## config.mk

```make
export PLATFORM = sky130hd
export DESIGN_NAME = dac_serial_writer
export DESIGN_NICKNAME = d
export VERILOG_FILES = /design/src/rtl/dsw_pkg.sv /design/src/rtl/dsw_regs.sv /design/src/rtl/dsw_clkgen.sv /design/src/rtl/dsw_shifter.sv /design/src/rtl/dac_serial_writer.sv
export SDC_FILE = /design/constraint.sdc
export NUM_CORES = 1
export LEC_CHECK = 0
export BUFFER_PORTS_ARGS = -buffer_cell sky130_fd_sc_hd__buf_2
export CORE_ASPECT_RATIO = 0.9
export CORE_UTILIZATION = 41
export DETAILED_ROUTE_END_ITERATION = 12
export GPL_ROUTABILITY_DRIVEN = 0
export PLACE_DENSITY_LB_ADDON = 0.15
export REMOVE_ABC_BUFFERS = 1
export SLEW_MARGIN = 15
export SYNTH_ARGS = -nofsm -noshare
export SYNTH_HDL_FRONTEND = slang
export SYNTH_HIERARCHICAL = 1
export SYNTH_SLANG_ARGS = --single-unit
export TNS_END_PERCENT = 50
```

## constraint.sdc

```tcl
create_clock -name clk -period 2.9 [get_ports clk]
set_input_delay 0.435 -clock clk [delete_from_list [all_inputs] [get_ports clk]]
set_output_delay 0.435 -clock clk [all_outputs]
set_load 0.005 [all_outputs]
```

## src/rtl/dsw_pkg.sv

```systemverilog
package dsw_pkg;
    localparam int WORD_W = 32;
    localparam int BIT_CNT_W = $clog2(WORD_W);

    typedef logic [WORD_W-1:0] cmd_word_t;

    typedef enum logic [1:0] {
        ST_IDLE  = 2'd0,
        ST_SHIFT = 2'd1,
        ST_GAP   = 2'd2
    } wr_state_e;

    typedef struct packed {
        logic sync_n;
        logic sclk;
        logic sdo;
    } line_bundle_t;

    function automatic logic last_bit(input logic [BIT_CNT_W-1:0] idx);
        return idx == BIT_CNT_W'(WORD_W - 1);
    endfunction
endpackage

```

## src/rtl/dsw_regs.sv

```systemverilog
module dsw_regs #(
    parameter int ADDR_W = 2,
    parameter int DIV_W  = 8
) (
    input  logic              clk,
    input  logic              rst,
    input  logic              bus_wr,
    input  logic [ADDR_W-1:0] bus_waddr,
    input  logic [DIV_W-1:0]  wdata_div,
    input  logic [ADDR_W-1:0] bus_raddr,
    input  logic              busy,
    output logic              launch,
    output logic [DIV_W-1:0]  div_q,
    output dsw_pkg::cmd_word_t rdata
);
    localparam logic [ADDR_W-1:0] CMD_ADDR = ADDR_W'(0);
    localparam logic [ADDR_W-1:0] DIV_ADDR = ADDR_W'(1);

    logic wr_ok;
    assign wr_ok  = bus_wr && !busy;
    assign launch = wr_ok && (bus_waddr == CMD_ADDR);

    always_ff @(posedge clk) begin
        if (rst) begin
            div_q <= '0;
        end else if (wr_ok && bus_waddr == DIV_ADDR) begin
            div_q <= wdata_div;
        end
    end

    always_comb begin
        rdata = '0;
        if (bus_raddr == CMD_ADDR) begin
            rdata[0] = busy;
        end else if (bus_raddr == DIV_ADDR) begin
            rdata[DIV_W-1:0] = div_q;
        end
    end
endmodule

```

## src/rtl/dsw_clkgen.sv

```systemverilog
module dsw_clkgen #(
    parameter int DIV_W = 8
) (
    input  logic             clk,
    input  logic             rst,
    input  logic             run,
    input  logic [DIV_W-1:0] div,
    output logic             half_tick
);
    logic [DIV_W-1:0] cnt;

    assign half_tick = run && (cnt == div);

    always_ff @(posedge clk) begin
        if (rst || !run || half_tick) begin
            cnt <= '0;
        end else begin
            cnt <= cnt + 1'b1;
        end
    end
endmodule

```

## src/rtl/dsw_shifter.sv

```systemverilog
module dsw_shifter
    import dsw_pkg::*;
#(
    parameter int GAP_CYC = 2
) (
    input  logic      clk,
    input  logic      rst,
    input  logic      launch,
    input  cmd_word_t word,
    input  logic      half_tick,
    output logic      run,
    output logic      busy,
    output line_bundle_t lines
);
    localparam int GAP_W = $clog2(GAP_CYC + 1);

    wr_state_e            state;
    cmd_word_t            sreg;
    logic [BIT_CNT_W-1:0] bit_idx;
    logic [GAP_W-1:0]     gap_cnt;
    logic                 sync_n_q;
    logic                 sclk_q;

    assign run  = (state == ST_SHIFT);
    assign busy = (state != ST_IDLE);

    always_comb begin
        lines.sync_n = sync_n_q;
        lines.sclk   = sclk_q;
        lines.sdo    = !sync_n_q && sreg[WORD_W-1];
    end

    always_ff @(posedge clk) begin
        if (rst) begin
            state    <= ST_IDLE;
            sreg     <= '0;
            bit_idx  <= '0;
            gap_cnt  <= '0;
            sync_n_q <= 1'b1;
            sclk_q   <= 1'b1;
        end else begin
            case (state)
                ST_IDLE: begin
                    if (launch) begin
                        state    <= ST_SHIFT;
                        sreg     <= word;
                        bit_idx  <= '0;
                        sync_n_q <= 1'b0;
                        sclk_q   <= 1'b1;
                    end
                end
                ST_SHIFT: begin
                    if (half_tick) begin
                        if (sclk_q) begin
                            sclk_q <= 1'b0;
                        end else if (last_bit(bit_idx)) begin
                            state    <= ST_GAP;
                            sync_n_q <= 1'b1;
                            sclk_q   <= 1'b1;
                            gap_cnt  <= '0;
                        end else begin
                            sclk_q  <= 1'b1;
                            sreg    <= {sreg[WORD_W-2:0], 1'b0};
                            bit_idx <= bit_idx + 1'b1;
                        end
                    end
                end
                ST_GAP: begin
                    if (gap_cnt == GAP_W'(GAP_CYC - 1)) begin
                        state <= ST_IDLE;
                    end else begin
                        gap_cnt <= gap_cnt + 1'b1;
                    end
                end
                default: state <= ST_IDLE;
            endcase
        end
    end
endmodule

```

## src/rtl/dac_serial_writer.sv

```systemverilog
module dac_serial_writer
    import dsw_pkg::*;
#(
    parameter int ADDR_W  = 2,
    parameter int DIV_W   = 8,
    parameter int GAP_CYC = 2
) (
    input  logic              clk,
    input  logic              rst,
    input  logic              bus_wr,
    input  logic [ADDR_W-1:0] bus_waddr,
    input  logic [31:0]       bus_wdata,
    input  logic [ADDR_W-1:0] bus_raddr,
    output logic [31:0]       bus_rdata,
    output logic              dac_sync_n,
    output logic              dac_sclk,
    output logic              dac_sdo
);
    logic             busy;
    logic             launch;
    logic             run;
    logic             half_tick;
    logic [DIV_W-1:0] div_q;
    line_bundle_t     lines;

    dsw_regs #(.ADDR_W(ADDR_W), .DIV_W(DIV_W)) u_regs (
        .clk       (clk),
        .rst       (rst),
        .bus_wr    (bus_wr),
        .bus_waddr (bus_waddr),
        .wdata_div (bus_wdata[DIV_W-1:0]),
        .bus_raddr (bus_raddr),
        .busy      (busy),
        .launch    (launch),
        .div_q     (div_q),
        .rdata     (bus_rdata)
    );

    dsw_clkgen #(.DIV_W(DIV_W)) u_clkgen (
        .clk       (clk),
        .rst       (rst),
        .run       (run),
        .div       (div_q),
        .half_tick (half_tick)
    );

    dsw_shifter #(.GAP_CYC(GAP_CYC)) u_shifter (
        .clk       (clk),
        .rst       (rst),
        .launch    (launch),
        .word      (bus_wdata),
        .half_tick (half_tick),
        .run       (run),
        .busy      (busy),
        .lines     (lines)
    );

    assign dac_sync_n = lines.sync_n;
    assign dac_sclk   = lines.sclk;
    assign dac_sdo    = lines.sdo;
endmodule

```

==> results_dict.tcl, run 1 <==
set metrics [dict create \
    outcome "finished clean" \
    dieArea_um2 8330 \
    max_slew.worst_pin.slew_ns 0.574 \
    clk_path_buf_depth 2 \
    place_ws_ns 0.632 \
    synth-main-ff-cell "dfxtp_1" \
    cts_setup_buffers 0 \
    setup_ws_ns 0.625 \
    cts_tree "done" \
    synth-seq-cells 59 \
    htree_levels 3 \
    internal-power_mw 1.29 \
    wl_met2_mm 2.69 \
    synth_area_leader_cell "dfxtp_1" \
    hold_path.class "input port to flop" \
    rows 30 \
    hold_ws_ns 0.369 \
    hold_start "bus_wdata[2]" \
    pin_count 74 \
    clk_pin_slew_worst_paths_ns 0.06 \
    p_clk_frac 0.379 \
    period_needed_ns 2.28 \
    rsz0062_at_grt "no" \
    critPathMaxStageDelay_ns 0.44 \
    grt_use_total 0.170 \
    grt_remaining_overflow 0 \
    antenna_found_initial 0 \
    syn_avg_cell_area_um2 9.10 \
    power_density_nw_per_um2 482 \
    syn-cell-area_um2 3270 \
    maxCapViolations 0 \
    cpMaxStageDelayCell "dfxtp_1" \
    peakVddDrop_uv 221 \
    arrival_ns 2.52 \
    p_leak_nw 1.44 \
    diodes 0 \
    fp.dieW_um 96.1 \
    hold_viol 0 \
    finalCritPeriodShare 0.785 \
    grt_pass1_wl_mm 10.8 \
    syn2layout_area_growth_pct 10.2 \
    wl_met3_um 331 \
    rr_startpoint "u_clkgen/cnt[2]" \
    vias 2505 \
    seqCellArea_um2 1180 \
    fmax_ghz 0.440 \
    layout.nets 442 \
    min_to "u_regs/div_q[2]" \
    slew_violations 0 \
    multi_input_area_um2 1790 \
    numCtsBuffers 9 \
    crit_path_cell_trace "xor2_1, nor4_4, and3_1, nand4bb_1, a21oi_4, buf_12, nor2_1, a311oi_2" \
    cts_hold_buf 0 \
    synthDistinctLibCells 43 \
    setup_viol 0 \
    synth_edf_count 0 \
    firstDrtPassIters 4 \
    fill_cells 774 \
    drtIter0Drc 109 \
    initial_core_util 0.429 \
    drc 0 \
    crit_required_ns 3.14 \
    dp_hpwl_mm 4.23 \
    dr.max_layer_used "met4" \
    drive_above_1_share 0.260 \
    final_core_util 0.472 \
    cp-start-kind "flop" \
    hold_depth 3 \
    swShare 0.259 \
    ys_async_sr_fraction 0 \
    cts_resized 0 \
    synth_common_cells "67 x nand2_1, 59 x dfxtp_1, 37 x nor2_1" \
    yosysSeqAreaShare 0.362 \
    endpoint_kind "flop" \
    drt-total-wl_mm 6.36 \
    final_antenna_net_count 0 \
    die_y_um 86.7 \
    fin_skew_ns 0.00641 \
    crit_fanout 70 \
    cts_sinks 59 \
    pwr-share-seq 0.496 \
    clock_latency_ns 0.33 \
    r2r_end "u_shifter/sreg[17]" \
    drt-met1-wl_mm 3.28 \
    clockRootBuffer "clkbuf_8" \
    r2r_slack_ns 0.62 \
    slew_headroom 0.617 \
    post_drt_wl_per_cell_um 12.7 \
    combPwrFrac 0.125 \
    portBuffers 49 \
    yosysWarningCount 6 \
    yosys-top-cells-area "dfxtp_1 36%, a311oi_2 14%, nand2_1 7.7%" \
    core_um2 7620 \
    switchingPower_mw 0.449 \
    grt_max_degree 71 \
    reg2reg_depth 8 \
    critPathKind "flop to flop" \
    grt_pass1_vias 2339 \
    netlist.area_leader.share 0.362 \
    postSynthCellCount 359 \
    via_per_inst 5.01 \
    synth_most_common_cell "nand2_1" \
]
-- layout make-up --
class,instances,area share
tap,96,0.0334
inverter,7,0.00730
clock buffer,14,0.0452
timing repair buffer,56,0.0862
sequential,59,0.328
clock inverter,2,0.00278
multi-input combinational,266,0.497
-- metal layers --
layer  up-vias  track usage
li1       1278            -
met1      1166        0.226
met2        56        0.252
met3         5       0.0693
met4         0       0.0488
met5         -            0
-- kinds of logic after synthesis --
kind of cell,after synthesis,synth area share
buffers and inverters,57,0.117
AO/OA/AOI/OAI,55,0.200
adder cells (fa/ha/maj),4,0.0153
XOR/XNOR,11,0.0295
multiplexers,11,0.0341
AND/OR/NAND/NOR,161,0.241
other,1,0.00115
flip-flops,59,0.362
-- state kept, by name, indices dropped and copies added, names as in the netlist --
register            flops
u_shifter/sreg         32
u_clkgen/cnt            8
u_regs/div_q            8
u_shifter/bit_idx       5
u_shifter/gap_cnt       2
u_shifter/state         2
u_shifter/sclk_q        1
u_shifter/sync_n_q      1
-- worst max path at each step --
stage	cells past startpoint	endpoint	startpoint
after floorplan	7	u_shifter/bit_idx[0]	u_shifter/state[1]
after global placement	8	u_shifter/sreg[25]	u_clkgen/cnt[2]
after detailed placement	8	u_shifter/sreg[10]	u_clkgen/cnt[2]
after CTS	8	u_shifter/sreg[7]	u_clkgen/cnt[2]
after global routing	8	u_shifter/sreg[4]	u_shifter/state[1]
final	8	u_shifter/sreg[17]	u_clkgen/cnt[2]
-- worst max-delay path, delay by kind of cell (launching register included) --
family | cells | cell delay (ns)
AOI/OAI and AO/OA | 2 | 0.43
buffers and inverters | 1 | 0.32
and+or+nand+nor | 4 | 0.83
xor gates and xnor gates | 1 | 0.14
DFF | 1 | 0.44
-- power by group through the flow --
stage	registers, mW	clock network [mW]	logic, mW
2_1_floorplan	0.873	0	0.138
3_3_place_gp	0.877	0	0.216
3_5_place_dp	0.878	0	0.219
4_1_cts	0.860	0.685	0.219
5_1_grt	0.863	0.730	0.244
6_report	0.860	0.657	0.217
-- cells in the final DEF (no fill, tap or decap), types with 2 or more instances in the layout --
| master | count |
|---|---|
| dfxtp_1 | 59 |
| and2_1 | 7 |
| nand2b_1 | 21 |
| a31oi_1 | 2 |
| nor2_1 | 37 |
| xor2_1 | 10 |
| conb_1 | 24 |
| a221oi_1 | 3 |
| clkbuf_1 | 3 |
| buf_4 | 6 |
| a211oi_1 | 5 |
| buf_2 | 49 |
| clkbuf_8 | 11 |
| nor4_4 | 2 |
| a311oi_2 | 31 |
| or3_1 | 4 |
| nand4_1 | 2 |
| and3_1 | 2 |
| mux2i_1 | 10 |
| a41o_1 | 2 |
| nand2_1 | 67 |
| nor3b_1 | 4 |
| o21ai_0 | 4 |
| clkinv_2 | 2 |
| inv_1 | 6 |
| nand3_1 | 8 |
| nor2b_1 | 3 |
| ha_1 | 4 |
-- through the flow --
step	setup TNS, ns	std cells	cell area, µm²	total power, mW
after CTS	0	500	3600	1.76
final	0	500	3600	1.73
after global placement	0	484	3430	1.09
after global routing	0	500	3600	1.84
after floorplan	-22.67	332	3000	1.01
after detailed placement	0	484	3430	1.10
No activity file was read; power rests on OpenSTA's default activity.
==> inputs of run 2 (changes only) <==
Clock period 2.9 ns to 2 ns, I/O delays scaled along.
==> run 2 against run 1 <==
  * Global-route usage up 0.39 points
  * Critical path depth up 1
  * Sequential share of layout area down 3.3 points
  * The flow now finishes with violations (setup timing)
  * Final cell count up 8.2%
  * Sequential power up 44%
  * Utilization up 5.2 points
  * Via count up 7.4%
  * Clock-buffer cell count down 1
  * Register-to-register slack worse by 0.71 ns
==> results_dict.tcl, run 2 (synthesized netlist as in run 1, its figures left out) <==
set metrics [dict create \
    outcome "finished with violations" \
    violations "setup timing" \
    clockRootBuffer "clkbuf_8" \
    crit_required_ns 2.24 \
    setup_ws_ns -0.0861 \
    crit_fanout 8 \
    arrival_ns 2.32 \
    cp-start-kind "flop" \
    fmax_ghz 0.479 \
    layout_commonest_cell "nand2_1" \
    critPathMaxStageDelay_ns 0.32 \
    portBuffers 49 \
    grt_max_degree 43 \
    slew_violations 0 \
    initial_core_util 0.429 \
    firstDrtPassIters 4 \
    final_cell_mix "67 x nand2_1, 59 x dfxtp_1, 49 x buf_2" \
    clk_pin_slew_worst_paths_ns 0.06 \
    largest_register_ffs 32 \
    rows 30 \
    fin_skew_ns 0.00848 \
    via_per_inst 4.97 \
    vias 2690 \
    cpMaxStageDelayCell "dfxtp_1" \
    maxCapViolations 0 \
    reg_top3 "u_shifter/sreg: 32 flops, u_clkgen/cnt: 8 flops, u_regs/div_q: 8 flops" \
    cts_tree "done" \
    htree_levels 3 \
    seqCellArea_um2 1180 \
    grt_use_total 0.174 \
    cts_sinks 59 \
    rsz0062_at_grt "yes" \
    antenna_found_initial 0 \
    swShare 0.256 \
    grt_pass1_wl_mm 11.2 \
    core_um2 7620 \
    drc 0 \
    numCtsBuffers 9 \
    combPwrFrac 0.151 \
    die_y_um 86.7 \
    drt-total-wl_mm 6.87 \
    pin_count 74 \
    crit_path_cell_trace "xor2_1, nor4_4, and3_4, nand4bb_1, a21oi_4, buf_12, buf_6, nor2_1, a311oi_2" \
    power_density_nw_per_um2 625 \
    dp_hpwl_mm 4.60 \
    clock_latency_ns 0.33 \
    internal-power_mw 1.86 \
    post_drt_wl_per_cell_um 12.7 \
    fill_cells 741 \
    power.total_mw 2.50 \
    final_core_util 0.524 \
    drive_above_1_share 0.337 \
    syn2layout_area_growth_pct 22.3 \
    p_clk_frac 0.351 \
    final_antenna_net_count 0 \
    layout.nets 486 \
    hold_viol 0 \
    switchingPower_mw 0.640 \
    finalCritPeriodShare 1.04 \
    drtIter0Drc 135 \
    endpoint_kind "flop" \
    fp.dieW_um 96.1 \
    p_leak_nw 1.68 \
    period_needed_ns 2.09 \
    peakVddDrop_uv 388 \
    top_register "u_shifter/sreg" \
    grt_pass1_vias 2495 \
    multi_input_area_um2 1820 \
    clk_path_buf_depth 2 \
    critPathKind "flop to flop" \
    diodes 0 \
    setup_viol 36 \
    cts_hold_buf 0 \
    pwr-share-seq 0.497 \
    dieArea_um2 8330 \
    finalSetupTns_ns -2.19 \
    hold_path.class "input port to flop" \
    grt_remaining_overflow 0 \
]
==> run 2: changes by cell type in the layout (fill, tap and decap cells not counted), moves of 2 or more <==
| cell | before | now |
|---|---|---|
| clkbuf_16 | 0 | 2 |
| buf_12 | 1 | 3 |
| buf_4 | 6 | 45 |
| clkinv_2 | 2 | 0 |
==> run 2: final timing paths <==
path	start	endpoint	slack, ns	depth (start not counted)
worst max-delay path	u_clkgen/cnt[3]	u_shifter/sreg[24]	-0.09	9
worst min-delay path	bus_wdata[7]	u_regs/div_q[7]	0.25	3
worst max register to register	u_clkgen/cnt[3]	u_shifter/sreg[24]	-0.09	9
worst min register to register	u_shifter/sreg[0]	u_shifter/sreg[0]	0.49	2
==> run 2: per-layer routing <==
metal,up-vias,global-route usage,part of all wire
met2,75,0.262,0.45
met3,2,0.0658,0.055
met4,0,0.0448,0.0042
met1,1249,0.233,0.49
met5,-,0,0
li1,1364,-,-
==> run 2: through the flow <==
stage	instances	hold slack [ns]	area, µm²	setup slack, ns
after floorplan	332	0.368	3000	-1.56
after global placement	523	0.457	3720	-0.0379
after detailed placement	523	0.470	3720	-0.111
after CTS	537	0.232	3890	-0.109
after global routing	541	0.242	4000	-0.205
final	541	0.252	4000	-0.0861
==> run 2: cell type report <==
type,instances,share of cell area
clock buffers,13,0.0373
inverters,7,0.00657
flip-flops and latches,59,0.296
repair buffers,100,0.176
well taps,96,0.0301
multi-input cells,266,0.454
==> run 2: power groups by stage <==
stage	combinational, mW	clock, mW	sequential, mW
after floorplan	0.200	0	1.27
after global placement	0.350	0	1.27
after detailed placement	0.355	0	1.27
after CTS	0.359	0.910	1.24
after global routing	0.419	0.961	1.25
final	0.378	0.878	1.24
==> run 2: timing repair <==
| action | in CTS | in global routing |
|---|---|---|
| gates resized for setup | 3 | 6 |
| setup buffers | 1 | 2 |
| setup endpoints to repair | 35 | 36 |
| cloned | 0 | 2 |
| pin swaps | 0 | 4 |
==> run 2: critical path, delay by kind of cell (launching register included) <==
family | cells | cell delay (ns)
AND/OR/NAND/NOR | 4 | 0.75
AO/OA/AOI/OAI | 2 | 0.44
flip-flops | 1 | 0.32
buffers and inverters | 2 | 0.29
XOR/XNOR | 1 | 0.19
